==> src/rtl/stopclk_pkg.sv <==
package stopclk_pkg;
  typedef enum logic [2:0] {
    SC_RUN      = 3'd0,
    SC_WAIT_BND = 3'd1,
    SC_FLUSH    = 3'd2,
    SC_DRAIN    = 3'd3,
    SC_ISSUE    = 3'd4,
    SC_ACKWAIT  = 3'd5,
    SC_GRANT    = 3'd6
  } sc_state_t;
endpackage

==> src/rtl/stopclk_sync.sv <==
module stopclk_sync #(
  parameter int STAGES = 2
) (
  input  logic clk,
  input  logic rst,
  input  logic async_n,
  output logic req_o
);
  logic [STAGES-1:0] pipe;

  for (genvar g = 0; g < STAGES; g++) begin : g_stage
    if (g == 0) begin : g_first
      always_ff @(posedge clk) begin
        if (rst) pipe[0] <= 1'b0;
        else     pipe[0] <= ~async_n;
      end
    end else begin : g_next
      always_ff @(posedge clk) begin
        if (rst) pipe[g] <= 1'b0;
        else     pipe[g] <= pipe[g-1];
      end

      pipe_shift_chk: assert property (@(posedge clk) disable iff (rst)
        pipe[g-1] |=> pipe[g]);
    end
  end

  assign req_o = pipe[STAGES-1];
endmodule

==> src/rtl/stopclk_ackwait.sv <==
module stopclk_ackwait (
  input  logic clk,
  input  logic rst,
  input  logic armed,
  input  logic bus_ready,
  input  logic wb_empty,
  output logic done
);
  logic rdy_seen, wbe_seen;

  always_ff @(posedge clk) begin
    if (rst || !armed) begin
      rdy_seen <= 1'b0;
      wbe_seen <= 1'b0;
    end else begin
      rdy_seen <= rdy_seen | bus_ready;
      wbe_seen <= wbe_seen | wb_empty;
    end
  end

  assign done = armed & (rdy_seen | bus_ready) & (wbe_seen | wb_empty);


  done_armed_chk: assert property (@(posedge clk) disable iff (rst)
    done |-> armed);
endmodule

==> src/rtl/stopclk_fsm.sv <==
module stopclk_fsm
  import stopclk_pkg::*;
#(
  parameter int          CODE_W   = 4,
  parameter int unsigned ACK_CODE = 4
) (
  input  logic              clk,
  input  logic              rst,
  input  logic              req_s,
  input  logic              instr_boundary,
  input  logic              flush_done,
  input  logic              bus_idle,
  input  logic              spc_accept,
  input  logic              ack_done,
  output logic              armed,
  output sc_state_t         state,
  output logic              flush_req,
  output logic              spc_req,
  output logic [CODE_W-1:0] spc_code,
  output logic              core_clk_en,
  output logic              stop_granted
);
  localparam logic [CODE_W-1:0] CODE_VAL = CODE_W'(ACK_CODE);

  sc_state_t nxt;

  always_comb begin
    nxt = state;
    unique case (state)
      SC_RUN:      if (req_s)          nxt = SC_WAIT_BND;
      SC_WAIT_BND: if (instr_boundary) nxt = SC_FLUSH;
      SC_FLUSH:    if (flush_done)     nxt = SC_DRAIN;
      SC_DRAIN:    if (bus_idle)       nxt = SC_ISSUE;
      SC_ISSUE:    if (spc_accept)     nxt = SC_ACKWAIT;
      SC_ACKWAIT:  if (ack_done)       nxt = SC_GRANT;
      SC_GRANT:    if (!req_s)         nxt = SC_RUN;
      default:                         nxt = SC_RUN;
    endcase
  end

  always_ff @(posedge clk) begin
    if (rst) begin
      state        <= SC_RUN;
      flush_req    <= 1'b0;
      spc_req      <= 1'b0;
      spc_code     <= '0;
      core_clk_en  <= 1'b1;
      stop_granted <= 1'b0;
    end else begin
      state        <= nxt;
      flush_req    <= (nxt == SC_FLUSH);
      spc_req      <= (nxt == SC_ISSUE);
      spc_code     <= (nxt == SC_ISSUE) ? CODE_VAL : '0;
      core_clk_en  <= (nxt != SC_GRANT);
      stop_granted <= (nxt == SC_GRANT);
    end
  end

  assign armed = (state == SC_ACKWAIT);

  logic issued_q;
  always_ff @(posedge clk) begin
    if (rst || state == SC_RUN) issued_q <= 1'b0;
    else if (spc_req)           issued_q <= 1'b1;
  end


  boundary_wait_chk: assert property (@(posedge clk) disable iff (rst)
    (state == SC_WAIT_BND && !instr_boundary) |=> (state == SC_WAIT_BND && !flush_req));

  flush_hold_chk: assert property (@(posedge clk) disable iff (rst)
    (flush_req && !flush_done) |=> flush_req);

  drain_wait_chk: assert property (@(posedge clk) disable iff (rst)
    (state == SC_DRAIN && !bus_idle) |=> !spc_req);

  spc_hold_chk: assert property (@(posedge clk) disable iff (rst)
    (spc_req && !spc_accept) |=> (spc_req && $stable(spc_code)));

  single_issue_chk: assert property (@(posedge clk) disable iff (rst)
    $rose(spc_req) |-> !issued_q);

  clk_gate_chk: assert property (@(posedge clk) disable iff (rst)
    $fell(core_clk_en) |-> $past(ack_done));

  grant_flag_chk: assert property (@(posedge clk) disable iff (rst)
    stop_granted |-> !core_clk_en);

  grant_hold_chk: assert property (@(posedge clk) disable iff (rst)
    (state == SC_GRANT && req_s) |=> (state == SC_GRANT && !core_clk_en));

  wake_chk: assert property (@(posedge clk) disable iff (rst)
    (state == SC_GRANT && !req_s) |=> (core_clk_en && state == SC_RUN));
endmodule

==> src/rtl/stopclk_seq.sv <==
module stopclk_seq
  import stopclk_pkg::*;
#(
  parameter int          SYNC_STAGES = 2,
  parameter int          CODE_W      = 4,
  parameter int unsigned ACK_CODE    = 4
) (
  input  logic              clk,
  input  logic              rst,
  input  logic              stop_req_n,
  input  logic              instr_boundary,
  output logic              flush_req,
  input  logic              flush_done,
  input  logic              bus_idle,
  output logic              spc_req,
  output logic [CODE_W-1:0] spc_code,
  input  logic              spc_accept,
  input  logic              bus_ready,
  input  logic              wb_empty,
  output logic              core_clk_en,
  output logic [2:0]        state_o,
  output logic              stop_granted
);
  logic      req_s;
  logic      armed;
  logic      ack_done;
  sc_state_t state;

  stopclk_sync #(.STAGES(SYNC_STAGES)) u_sync (
    .clk     (clk),
    .rst     (rst),
    .async_n (stop_req_n),
    .req_o   (req_s)
  );

  stopclk_ackwait u_ackwait (
    .clk       (clk),
    .rst       (rst),
    .armed     (armed),
    .bus_ready (bus_ready),
    .wb_empty  (wb_empty),
    .done      (ack_done)
  );

  stopclk_fsm #(.CODE_W(CODE_W), .ACK_CODE(ACK_CODE)) u_fsm (
    .clk            (clk),
    .rst            (rst),
    .req_s          (req_s),
    .instr_boundary (instr_boundary),
    .flush_done     (flush_done),
    .bus_idle       (bus_idle),
    .spc_accept     (spc_accept),
    .ack_done       (ack_done),
    .armed          (armed),
    .state          (state),
    .flush_req      (flush_req),
    .spc_req        (spc_req),
    .spc_code       (spc_code),
    .core_clk_en    (core_clk_en),
    .stop_granted   (stop_granted)
  );

  assign state_o = state;
endmodule

==> config.mk <==
export PLATFORM = sky130hd
export DESIGN_NAME = stopclk_seq
export DESIGN_NICKNAME = d
export VERILOG_FILES = /design/src/rtl/stopclk_pkg.sv /design/src/rtl/stopclk_sync.sv /design/src/rtl/stopclk_ackwait.sv /design/src/rtl/stopclk_fsm.sv /design/src/rtl/stopclk_seq.sv
export SDC_FILE = /design/constraint.sdc
export NUM_CORES = 1
export LEC_CHECK = 0
export BUFFER_PORTS_ARGS = -buffer_cell sky130_fd_sc_hd__buf_2
export CORE_MARGIN = 2
export CORE_UTILIZATION = 40
export DETAILED_ROUTE_END_ITERATION = 8
export PLACE_DENSITY = 0.73
export SYNTH_ARGS = -nofsm -noshare
export SYNTH_HDL_FRONTEND = slang
export SYNTH_HIERARCHICAL = 1
export SYNTH_SLANG_ARGS = --single-unit
==> constraint.sdc <==
create_clock -name clk -period 2.1 [get_ports clk]
set_input_delay 0.42 -clock clk [delete_from_list [all_inputs] [get_ports clk]]
set_output_delay 0.42 -clock clk [all_outputs]
set_load 0.005 [all_outputs]
==> out/qor.log, run 1 <==
qor: route.vias_per_cell 4.465
qor: route.wire_length_per_cell 9.721 um
qor: yosys.synth-edff-count 0
qor: timing.rsz0062_at_grt no
qor: cts.max_clock_buf_depth 2
qor: hold_path.timing.hold.worst.class in -> reg
qor: cts.post_cts_resized 0
qor: layout.layout.cell_area.non_filler 625.6 um2
qor: timing.worst_case_clock_skew 0.008736 ns
qor: yosys.dominantRegCellSynth dfxtp_1
qor: cts.clock_sink_count 11
qor: timing.final.min_clock_period 1.698 ns
qor: global_route.grt.met3_usage 5.000%
qor: yosys.syn_avg_cell_area 9.939 um2
qor: place.port_buffers 16
qor: die.die_height 40.29 um
qor: die.floorplan.die_area 1623 um2
qor: yosys.sequential_element_share_of_the_synthesized_area 41.81%
qor: cts.cts_tree done
qor: status.run_status completed
qor: yosys.netlist_area 526.8 um2
qor: cts.clk_latency 0.26 ns
qor: place.place_congestion 0.7998
qor: yosys.ys_warn_count 6
qor: timing.final.hold.worst_slack 0.3090 ns
qor: cts.cts.repair_timing.setup_buffer_count 0
qor: route.vias 384
qor: global_route.use_met2 19.76%
qor: critical_path.timing.critical_path.fanout_max 7
qor: global_route.initial_antenna_violation_count 0
qor: global_route.grt_util_all_layers 13.41%
qor: yosys.synth-seq-cells 11
qor: timing.fin_crit_sh 80.85%
qor: die.design.core.area 1269 um2
qor: die.standard_cell_row_count 13
qor: timing.setup_viol_count_final 0
qor: route.post-route-drc-count 0
qor: yosys.count_of_unique_library_cells_instantiated_by_yosys 25
qor: cts.cts_buffers 3
qor: cts.clk_pin_slew 0.07 ns
qor: timing.timing.final.hold_violations 0
qor: critical_path.worstSetupStartpointType flip-flop
qor: die.die_w 40.29 um
qor: route.drt.antenna.violating_nets 0
qor: timing.timing.fmax 589.0 MHz
qor: yosys.synthArstFlopShare 0%
qor: power_and_ir_drop.p_per_area 635.4 nW/um2
qor: power_and_ir_drop.static-leakage-power 0.3032 nW
qor: layout.antennaDiodeCount 0
qor: critical_path.worst-endpoint-arrival 1.91 ns
qor: layout.layout-area-overhead-vs-synth 18.76%
qor: global_route.grt_max_degree 10
qor: global_route.grt_util_met1 15.70%
qor: layout.total_nets_final 81
qor: critical_path.timing.setup.critical_path_class reg -> reg
qor: cts.cts_htree_levels 1
qor: route.detailedRoute.firstIterationViolations 4
qor: global_route.grt_first_pass_wirelength 1373 um
qor: global_route.globalRoute.busiestLayer met2
qor: cts.cts_hold_buffers 0
qor: critical_path.endpoint_kind flip-flop
qor: critical_path.worstPathRequired 2.32 ns
qor: place.placement.cell_area 599.3 um2
qor: yosys.syn_inst 53
qor: route.postRouteWirelength 836 um
qor: global_route.first_global_vias 336
qor: die.initial_core_util 41.52%
qor: job.max_cap_viol_count 0
qor: power_and_ir_drop.worst_ir_drop_vdd 427.0 uV
qor: cts.clock_tree.root_cell clkbuf_4
qor: global_route.global_route.overflow_total 0
qor: timing.fin_tns_setup 0 ns
qor: layout.drive_above_1_share 43.66%
qor: die.ios 20
qor: route.detail_route.first_pass.iterations 4
qor: timing.finalMaxSlewViolations 0
cell families (layout without fill, tap and decap cells):
| group | Yosys count | after routing | synth area share [%] |
|---|---|---|---|
| simple gates | 23 | 23 | 30.16 |
| compound gates | 7 | 7 | 10.69 |
| buf+inv | 8 | 24 | 9.976 |
| mux | 3 | 3 | 6.650 |
| flops | 11 | 11 | 41.80 |
| other cells | 1 | 3 | 0.7119 |
state kept, by name (all words and copies together), names as in the netlist:
name	count
u_fsm/state	3
u_fsm/spc_code	1
u_fsm/stop_granted	1
u_sync/pipe	1
u_ackwait/wbe_seen	1
u_fsm/flush_req	1
u_fsm/core_clk_en	1
u_ackwait/rdy_seen	1
u_sync/req_o	1
layout by cell type, fill, tap and decap left out:
master / Yosys / final
buf_2: 0 / 16
dfxtp_1: 11 / 11
nor2_1: 7 / 7
nor2b_1: 4 / 4
clkbuf_4: 0 / 3
inv_1: 3 / 3
conb_1: 1 / 3
nor3b_2: 2 / 2
nand2b_1: 2 / 2
mux2i_1: 2 / 2
o22ai_1: 2 / 2
clkbuf_1: 0 / 1
buf_4: 4 / 1
and3_2: 1 / 1
nand3_1: 1 / 1
o21ai_0: 1 / 1
a21o_1: 1 / 1
nand2_1: 1 / 1
or2_2: 1 / 1
nand2b_4: 1 / 1
mux2_4: 1 / 1
a21o_2: 1 / 1
nor2b_4: 1 / 1
a21oi_4: 1 / 1
nor4_2: 1 / 1
a31oi_1: 1 / 1
and2_2: 1 / 1
synthesized netlist by cell type, types with 2 or more instances:
master	count	share of area [%]
buf_4	4	5.7
dfxtp_1	11	42
inv_1	3	2.1
mux2i_1	2	3.8
nand2b_1	2	2.4
nor2_1	7	5.0
nor2b_1	4	4.7
nor3b_2	2	4.7
o22ai_1	2	2.4
through the flow:
step | instances | setup WS, ns | utilization [%] | total power, mW
final | 86 | 0.4021 | 49.31 | 0.3975
after global routing | 86 | 0.3103 | 49.31 | 0.4227
after CTS | 86 | 0.4010 | 49.31 | 0.4047
after detailed placement | 82 | 0.4157 | 47.24 | 0.2641
after global placement | 82 | 0.4608 | 47.24 | 0.2638
after floorplan | 55 | 0.5358 | - | 0.2515
worst max-delay path, cell delays in order, from the launching register on:
cell and delay, ns:
dfxtp_1 0.47, inv_1 0.08, and3_2 0.18, nor3b_2 0.15, mux2_4 0.26, o22ai_1 0.22, a21o_2 0.15, and2_2 0.12
path summary, 6_finish.rpt:
path	to	from	depth (start not counted)	slack, ns
setup / recovery	u_fsm/state[0]	u_fsm/state[1]	7	0.40
hold / removal	u_sync/pipe[0]	stop_req_n	2	0.31
setup reg to reg	u_fsm/state[0]	u_fsm/state[1]	7	0.40
hold reg to reg	u_sync/req_o	u_sync/pipe[0]	1	0.44
routing by layer:
layer	part of all wire [%]	wire length, um
met1	45	380
met3	4.8	40
met2	49	406
met4	0.96	8
met5	0	0
where the power goes:
part	leakage, nW	total (mW)	internal, mW	switching (mW)
logic	0.199	0.0431	0.0229	0.0202
registers	0.0893	0.216	0.213	0.00313
clock network	0.0150	0.138	0.0733	0.0650
total	0.303	0.397	0.309	0.0883
cell type report:
type	instances	area (um2)
fill	122	643.1
multi-input combinational	36	261.5
sequential	11	220.2
timing repair buffer	17	87.58
clock buffer	4	26.28
tap	15	18.77
inverter	3	11.26
Power figures use the tool's default switching activity.
==> run 2, diff against run 1 <==
--- a/config.mk
+++ b/config.mk
@@ -9,7 +9,7 @@
 export CORE_MARGIN = 2
 export CORE_UTILIZATION = 40
 export DETAILED_ROUTE_END_ITERATION = 8
-export PLACE_DENSITY = 0.73
+export PLACE_DENSITY = 0.76
 export SYNTH_ARGS = -nofsm -noshare
 export SYNTH_HDL_FRONTEND = slang
 export SYNTH_HIERARCHICAL = 1
==> constraint.sdc (replaced) <==
create_clock -name clk -period 1.5 [get_ports clk]
set_input_delay 0.3 -clock clk [delete_from_list [all_inputs] [get_ports clk]]
set_output_delay 0.3 -clock clk [all_outputs]
set_load 0.005 [all_outputs]
==> run 2 against run 1 <==
Cell count rose by 4.7%; count of clock-buffer cells in the layout did not move; clock skew shrank 0.0071 ns; sequential power up 40%; critical path depth unchanged; sequential share of layout area fell by 2.3 points; largest power group unchanged.
==> out/qor.log, run 2 (synthesized netlist as in run 1, its figures left out) <==
qor: status.run_status completed
qor: power_and_ir_drop.power 0.5689 mW [+43%]
qor: global_route.grt_util_all_layers 11.41% [-2.0 points]
qor: critical_path.worst-endpoint-arrival 1.63 ns [-0.28 ns]
qor: timing.finalMaxSlewViolations 0 [unchanged]
qor: power_and_ir_drop.p_per_area 835.8 nW/um2 [+32%]
qor: critical_path.timing.critical_path.fanout_max 2 [-5]
qor: route.wire_length_per_cell 9.822 um [+1.0%]
qor: route.vias_per_cell 4.578 [+2.5%]
qor: power_and_ir_drop.worst_ir_drop_vdd 562.4 uV [+32%]
qor: critical_path.regToRegStartpoint u_fsm/state[1]
qor: cts.cts_tree done
qor: cts.clk_pin_slew 0.06 ns [about the same]
qor: layout.layout-area-overhead-vs-synth 29.22%
qor: route.vias 412 [+7.3%]
qor: layout.instances_no_fill 90 [+4.7%]
qor: layout.largest_register u_fsm/state
qor: route.post-route-drc-count 0 [unchanged]
qor: die.floorplan.die_area 1623 um2 [unchanged]
qor: place.numPlacedInstances 85 [+3.7%]
qor: timing.fin_crit_sh 97.22% [+16 points]
qor: critical_path.worstSetupStartpointType flip-flop
qor: layout.layout.cells.most_common_list buf_2 (16), dfxtp_1 (8), nor2_1 (7)
qor: cts.clock_tree.root_cell clkbuf_4
qor: layout.nFillCells 127 [+4.1%]
qor: layout.postLayoutCoreUtil 53.65% [+4.3 points]
qor: route.detail_route.first_pass.iterations 4 [unchanged]
qor: job.max_cap_viol_count 0 [unchanged]
qor: hold_path.worstHoldStart stop_req_n
qor: die.ios 20 [unchanged]
qor: global_route.initial_antenna_violation_count 0 [unchanged]
qor: power_and_ir_drop.static-leakage-power 0.3269 nW [+7.8%]
qor: die.standard_cell_row_count 13 [unchanged]
qor: critical_path.worstPathRequired 1.67 ns [-0.65 ns]
qor: layout.total_nets_final 85 [+4.9%]
qor: die.die_w 40.29 um [unchanged]
qor: cts.cts_htree_levels 1 [unchanged]
qor: critical_path.timing.setup.critical_path_class reg -> reg
qor: place.place_congestion 0.7791 [-2.6%]
qor: timing.final.min_clock_period 1.458 ns [-0.2396 ns]
qor: cts.cts_buffers 3 [unchanged]
qor: layout.drive_above_1_share 53.33% [+9.7 points]
qor: place.place_hpwl 694.9 um
qor: timing.timing.fmax 685.7 MHz [+16%]
qor: layout.final-seq-area 224.0 um2 [+1.7%]
qor: hold_path.timing.hold.worst.class in -> reg
qor: place.port_buffers 16 [unchanged]
qor: layout.multi_input_area 279.0 um2 [+6.7%]
qor: die.die_height 40.29 um [unchanged]
qor: die.initial_core_util 41.52% [unchanged]
qor: layout.layout_commonest_cell buf_2
qor: layout.antennaDiodeCount 0 [unchanged]
qor: timing.rsz0062_at_grt yes
qor: layout.largest_register_ffs 3 [unchanged]
qor: die.design.core.area 1269 um2 [unchanged]
qor: route.postRouteWirelength 884 um [+5.7%]
qor: cts.max_clock_buf_depth 2 [unchanged]
qor: global_route.first_global_vias 304 [-9.5%]
qor: timing.timing.final.hold_violations 0 [unchanged]
qor: global_route.global_route.overflow_total 0 [unchanged]
qor: cts.clk_latency 0.26 ns [about the same]
qor: route.detailedRoute.firstIterationViolations 3 [-1]
qor: critical_path.endpoint_kind flip-flop
qor: cts.clock_sink_count 11 [unchanged]
qor: timing.worst_case_clock_skew 0.001639 ns [-0.007097 ns]
qor: global_route.grt_first_pass_wirelength 1159 um [-16%]
qor: route.drt.antenna.violating_nets 0 [unchanged]
qor: global_route.grt_max_degree 9 [-1]
qor: critical_path.setup.worst_path.start u_fsm/state[1]
qor: timing.setup_viol_count_final 0 [unchanged]
==> run 2: changes by cell type in the layout (fill, tap and decap cells not counted), sizes merged <==
cell,previous run,this run
buf,17,21
==> run 2: worst max-delay path, stage by stage (launching register included) <==
cell,delay [ns]
dfxtp_2,0.32
inv_2,0.05
and3_4,0.16
nor3b_2,0.14
mux2_4,0.18
o22ai_4,0.07
a21o_2,0.22
nor4_2,0.23
==> run 2: what timing repair did <==
| action | 4_1_cts | 5_1_grt |
|---|---|---|
| hold buffers | 0 | 0 |
| resized for setup | 0 | 4 |
| setup endpoints to repair | 0 | 3 |
| setup buffers | 0 | 1 |
==> run 2: area by class of cell <==
class	count	share of cell area, %
multi-input cells	36	40.99
flip-flops and latches	11	32.90
repair buffers	21	17.83
clock buffers	4	3.860
well taps	15	2.757
inverters	3	1.654
==> run 2: final timing paths <==
| kind | slack (ns) | cells after the start | to |
|---|---|---|---|
| setup / recovery | 0.04 | 7 | u_fsm/flush_req |
| hold / removal | 0.19 | 2 | u_sync/pipe[0] |
| setup reg to reg | 0.04 | 7 | u_fsm/flush_req |
| hold reg to reg | 0.44 | 1 | u_sync/req_o |
==> run 2: stage by stage <==
stage | setup WS, ns | cell area, um2 | setup TNS (ns) | hold WS, ns
CTS | 0.04842 | 655.6 | 0 | 0.1777
finish | 0.04168 | 680.7 | 0 | 0.1892
global route | -0.05250 | 680.7 | -0.05250 | 0.1742
global placement | 0.06011 | 629.4 | 0 | 0.4198
detailed placement | 0.06261 | 629.4 | 0 | 0.4284
floorplan | 0.01124 | 541.8 | 0 | 0.3650
==> run 2: routing by layer <==
layer  vias up  track usage (%)  part of all wire, %
met5         -                0                    0
met4         0            12.50                  1.4
met3         2            1.667                  5.8
met2        11            16.53                   48
met1       186            13.51                   45
li1        213                -                    -
==> run 2: power by group <==
part           internal [mW]  leakage (nW)  total [mW]  switching [mW]
sequential             0.299        0.0907       0.302         0.00286
combinational         0.0422         0.221      0.0784          0.0362
clock                  0.103        0.0150       0.189          0.0864
==> run 3, diff against run 2 <==
--- a/config.mk
+++ b/config.mk
@@ -8,6 +8,7 @@
 export BUFFER_PORTS_ARGS = -buffer_cell sky130_fd_sc_hd__buf_2
 export CORE_MARGIN = 2
 export CORE_UTILIZATION = 40
+export CTS_BUF_LIST = sky130_fd_sc_hd__clkbuf_4
 export DETAILED_ROUTE_END_ITERATION = 8
 export PLACE_DENSITY = 0.76
 export SYNTH_ARGS = -nofsm -noshare
==> run 3 against run 2 <==
Worst setup slack got worse by 0.0024 ns; critical endpoint unchanged; hold slack improved by 0.0055 ns; flip-flop and latch count unchanged; core utilization grew 0.30 points; cell count unchanged; first-iteration DRC count rose by 67%.
==> out/qor.log, run 3 (synthesized netlist as in run 1, its figures left out) <==
qor: power_and_ir_drop.worst_ir_drop_vdd 469.8 uV [-16%]
qor: place.place_congestion 0.7791 [unchanged]
qor: timing.fin_crit_sh 97.38% [+0.16 points]
qor: cts.max_clock_buf_depth 2 [unchanged]
qor: power_and_ir_drop.power 0.5833 mW [+2.5%]
qor: critical_path.endpoint_kind flip-flop
qor: critical_path.timing.critical_path.fanout_max 2 [unchanged]
qor: critical_path.worst-endpoint-arrival 1.63 ns [about the same]
qor: route.detail_route.first_pass.iterations 2 [-2]
qor: route.post-route-drc-count 0 [unchanged]
qor: timing.setup_viol_count_final 0 [unchanged]
qor: route.postRouteWirelength 879 um [-0.57%]
qor: place.pre_cts_slack 0.06261 ns [unchanged]
qor: cts.cts_htree_levels 1 [unchanged]
qor: place.port_buffers 16 [unchanged]
qor: layout.largest_register u_fsm/state
qor: route.vias 414 [+0.49%]
qor: die.design.core.area 1269 um2 [unchanged]
qor: route.vias_per_cell 4.600 [+0.49%]
qor: status.run_status completed
qor: die.standard_cell_row_count 13 [unchanged]
qor: layout.drive_above_1_share 54.67% [+1.3 points]
qor: timing.timing.fmax 684.6 MHz [-0.17%]
qor: layout.layout-area-overhead-vs-synth 29.93%
qor: critical_path.worstPathRequired 1.67 ns [about the same]
qor: cts.clk_latency 0.25 ns [about the same]
qor: power_and_ir_drop.p_per_area 852.2 nW/um2 [+2.0%]
qor: global_route.grt_max_degree 9 [unchanged]
qor: layout.postLayoutCoreUtil 53.94% [+0.30 points]
qor: cts.cts_hold_buffers 0 [unchanged]
qor: die.die_height 40.29 um [unchanged]
qor: layout.antennaDiodeCount 0 [unchanged]
qor: cts.clk_pin_slew 0.06 ns [about the same]
qor: timing.finalMaxSlewViolations 0 [unchanged]
qor: place.place_hpwl 694.9 um [unchanged]
qor: critical_path.worstSetupStartpointType flip-flop
qor: layout.layout.cells.most_common_list buf_2 (16), dfxtp_1 (8), nor2_1 (7)
qor: die.die_w 40.29 um [unchanged]
qor: cts.cts_tree done
qor: cts.clock_sink_count 11 [unchanged]
qor: route.drt.antenna.violating_nets 0 [unchanged]
qor: global_route.first_global_vias 296 [-2.6%]
qor: die.initial_core_util 41.52% [unchanged]
qor: die.floorplan.die_area 1623 um2 [unchanged]
qor: cts.cts_buffers 3 [unchanged]
qor: layout.largest_register_ffs 3 [unchanged]
qor: die.ios 20 [unchanged]
qor: global_route.global_route.overflow_total 0 [unchanged]
qor: power_and_ir_drop.static-leakage-power 0.3304 nW [+1.0%]
qor: layout.total_nets_final 85 [unchanged]
qor: hold_path.timing.hold.worst.class in -> reg
qor: job.max_cap_viol_count 0 [unchanged]
qor: global_route.initial_antenna_violation_count 0 [unchanged]
qor: layout.layout_commonest_cell buf_2
qor: route.detailedRoute.firstIterationViolations 5 [+2]
qor: timing.worst_case_clock_skew 0.002031 ns [+0.0003914 ns]
qor: route.wire_length_per_cell 9.767 um [-0.57%]
qor: timing.final.min_clock_period 1.461 ns [+0.002418 ns]
qor: timing.rsz0062_at_grt yes
qor: timing.timing.final.hold_violations 0 [unchanged]
qor: timing.setup_slack 0.03926 ns [-0.002418 ns]
qor: global_route.grt_util_all_layers 11.06% [-0.35 points]
qor: cts.clock_tree.root_cell clkbuf_4
qor: global_route.grt_first_pass_wirelength 1145 um [-1.2%]
qor: critical_path.timing.setup.critical_path_class reg -> reg
## run 3: metrics by stage
step                std cells  cell area, um2  hold WS (ns)   TNS, ns
floorplan                  55           541.8        0.3650         0
global placement           85           629.4        0.4198         0
detailed placement         85           629.4        0.4284         0
CTS                        89           659.4        0.1813         0
global route               90           684.4        0.1785  -0.05250
finish                     90           684.4        0.1946         0
## run 3: what timing repair did
action / in CTS / in global routing
endpoints found under the setup margin: 0 / 3
buffers inserted: 0 / 1
resized for setup: 0 / 4
## run 3: worst max-delay path, stage by stage, from the launching register on
cell and delay, ns:
dfxtp_2 0.32, inv_2 0.05, and3_4 0.16, nor3b_2 0.14
mux2_4 0.19, o22ai_4 0.07, a21o_2 0.22, nor4_2 0.23
## run 3: layout make-up
cell class | count | area, um2
clock buffer | 4 | 30.03
fill | 127 | 584.3
inverter | 3 | 11.26
multi-input combinational | 36 | 279.0
sequential | 11 | 224.0
tap | 15 | 18.77
timing repair buffer | 21 | 121.4
## run 3: report_power, final
group | internal (mW) | total [mW] | switching, mW
Clock | 0.120 | 0.203 | 0.0827
Combinational | 0.0422 | 0.0785 | 0.0363
Sequential | 0.299 | 0.302 | 0.00286
Total | 0.461 | 0.583 | 0.122
## run 3: routing by layer
| metal | track usage (%) | routed length [um] |
|---|---|---|
| met1 | 13.51 | 402 |
| met2 | 16.53 | 412 |
| met3 | 1.667 | 51 |
| met4 | 10.00 | 12 |
| met5 | 0 | 0 |
## run 3: final timing paths
kind,from,endpoint,slack [ns],cells past startpoint
max,u_fsm/state[1],u_fsm/flush_req,0.04,7
min,stop_req_n,u_sync/pipe[0],0.19,2
max reg2reg,u_fsm/state[1],u_fsm/flush_req,0.04,7
min reg2reg,u_sync/pipe[0],u_sync/req_o,0.45,1
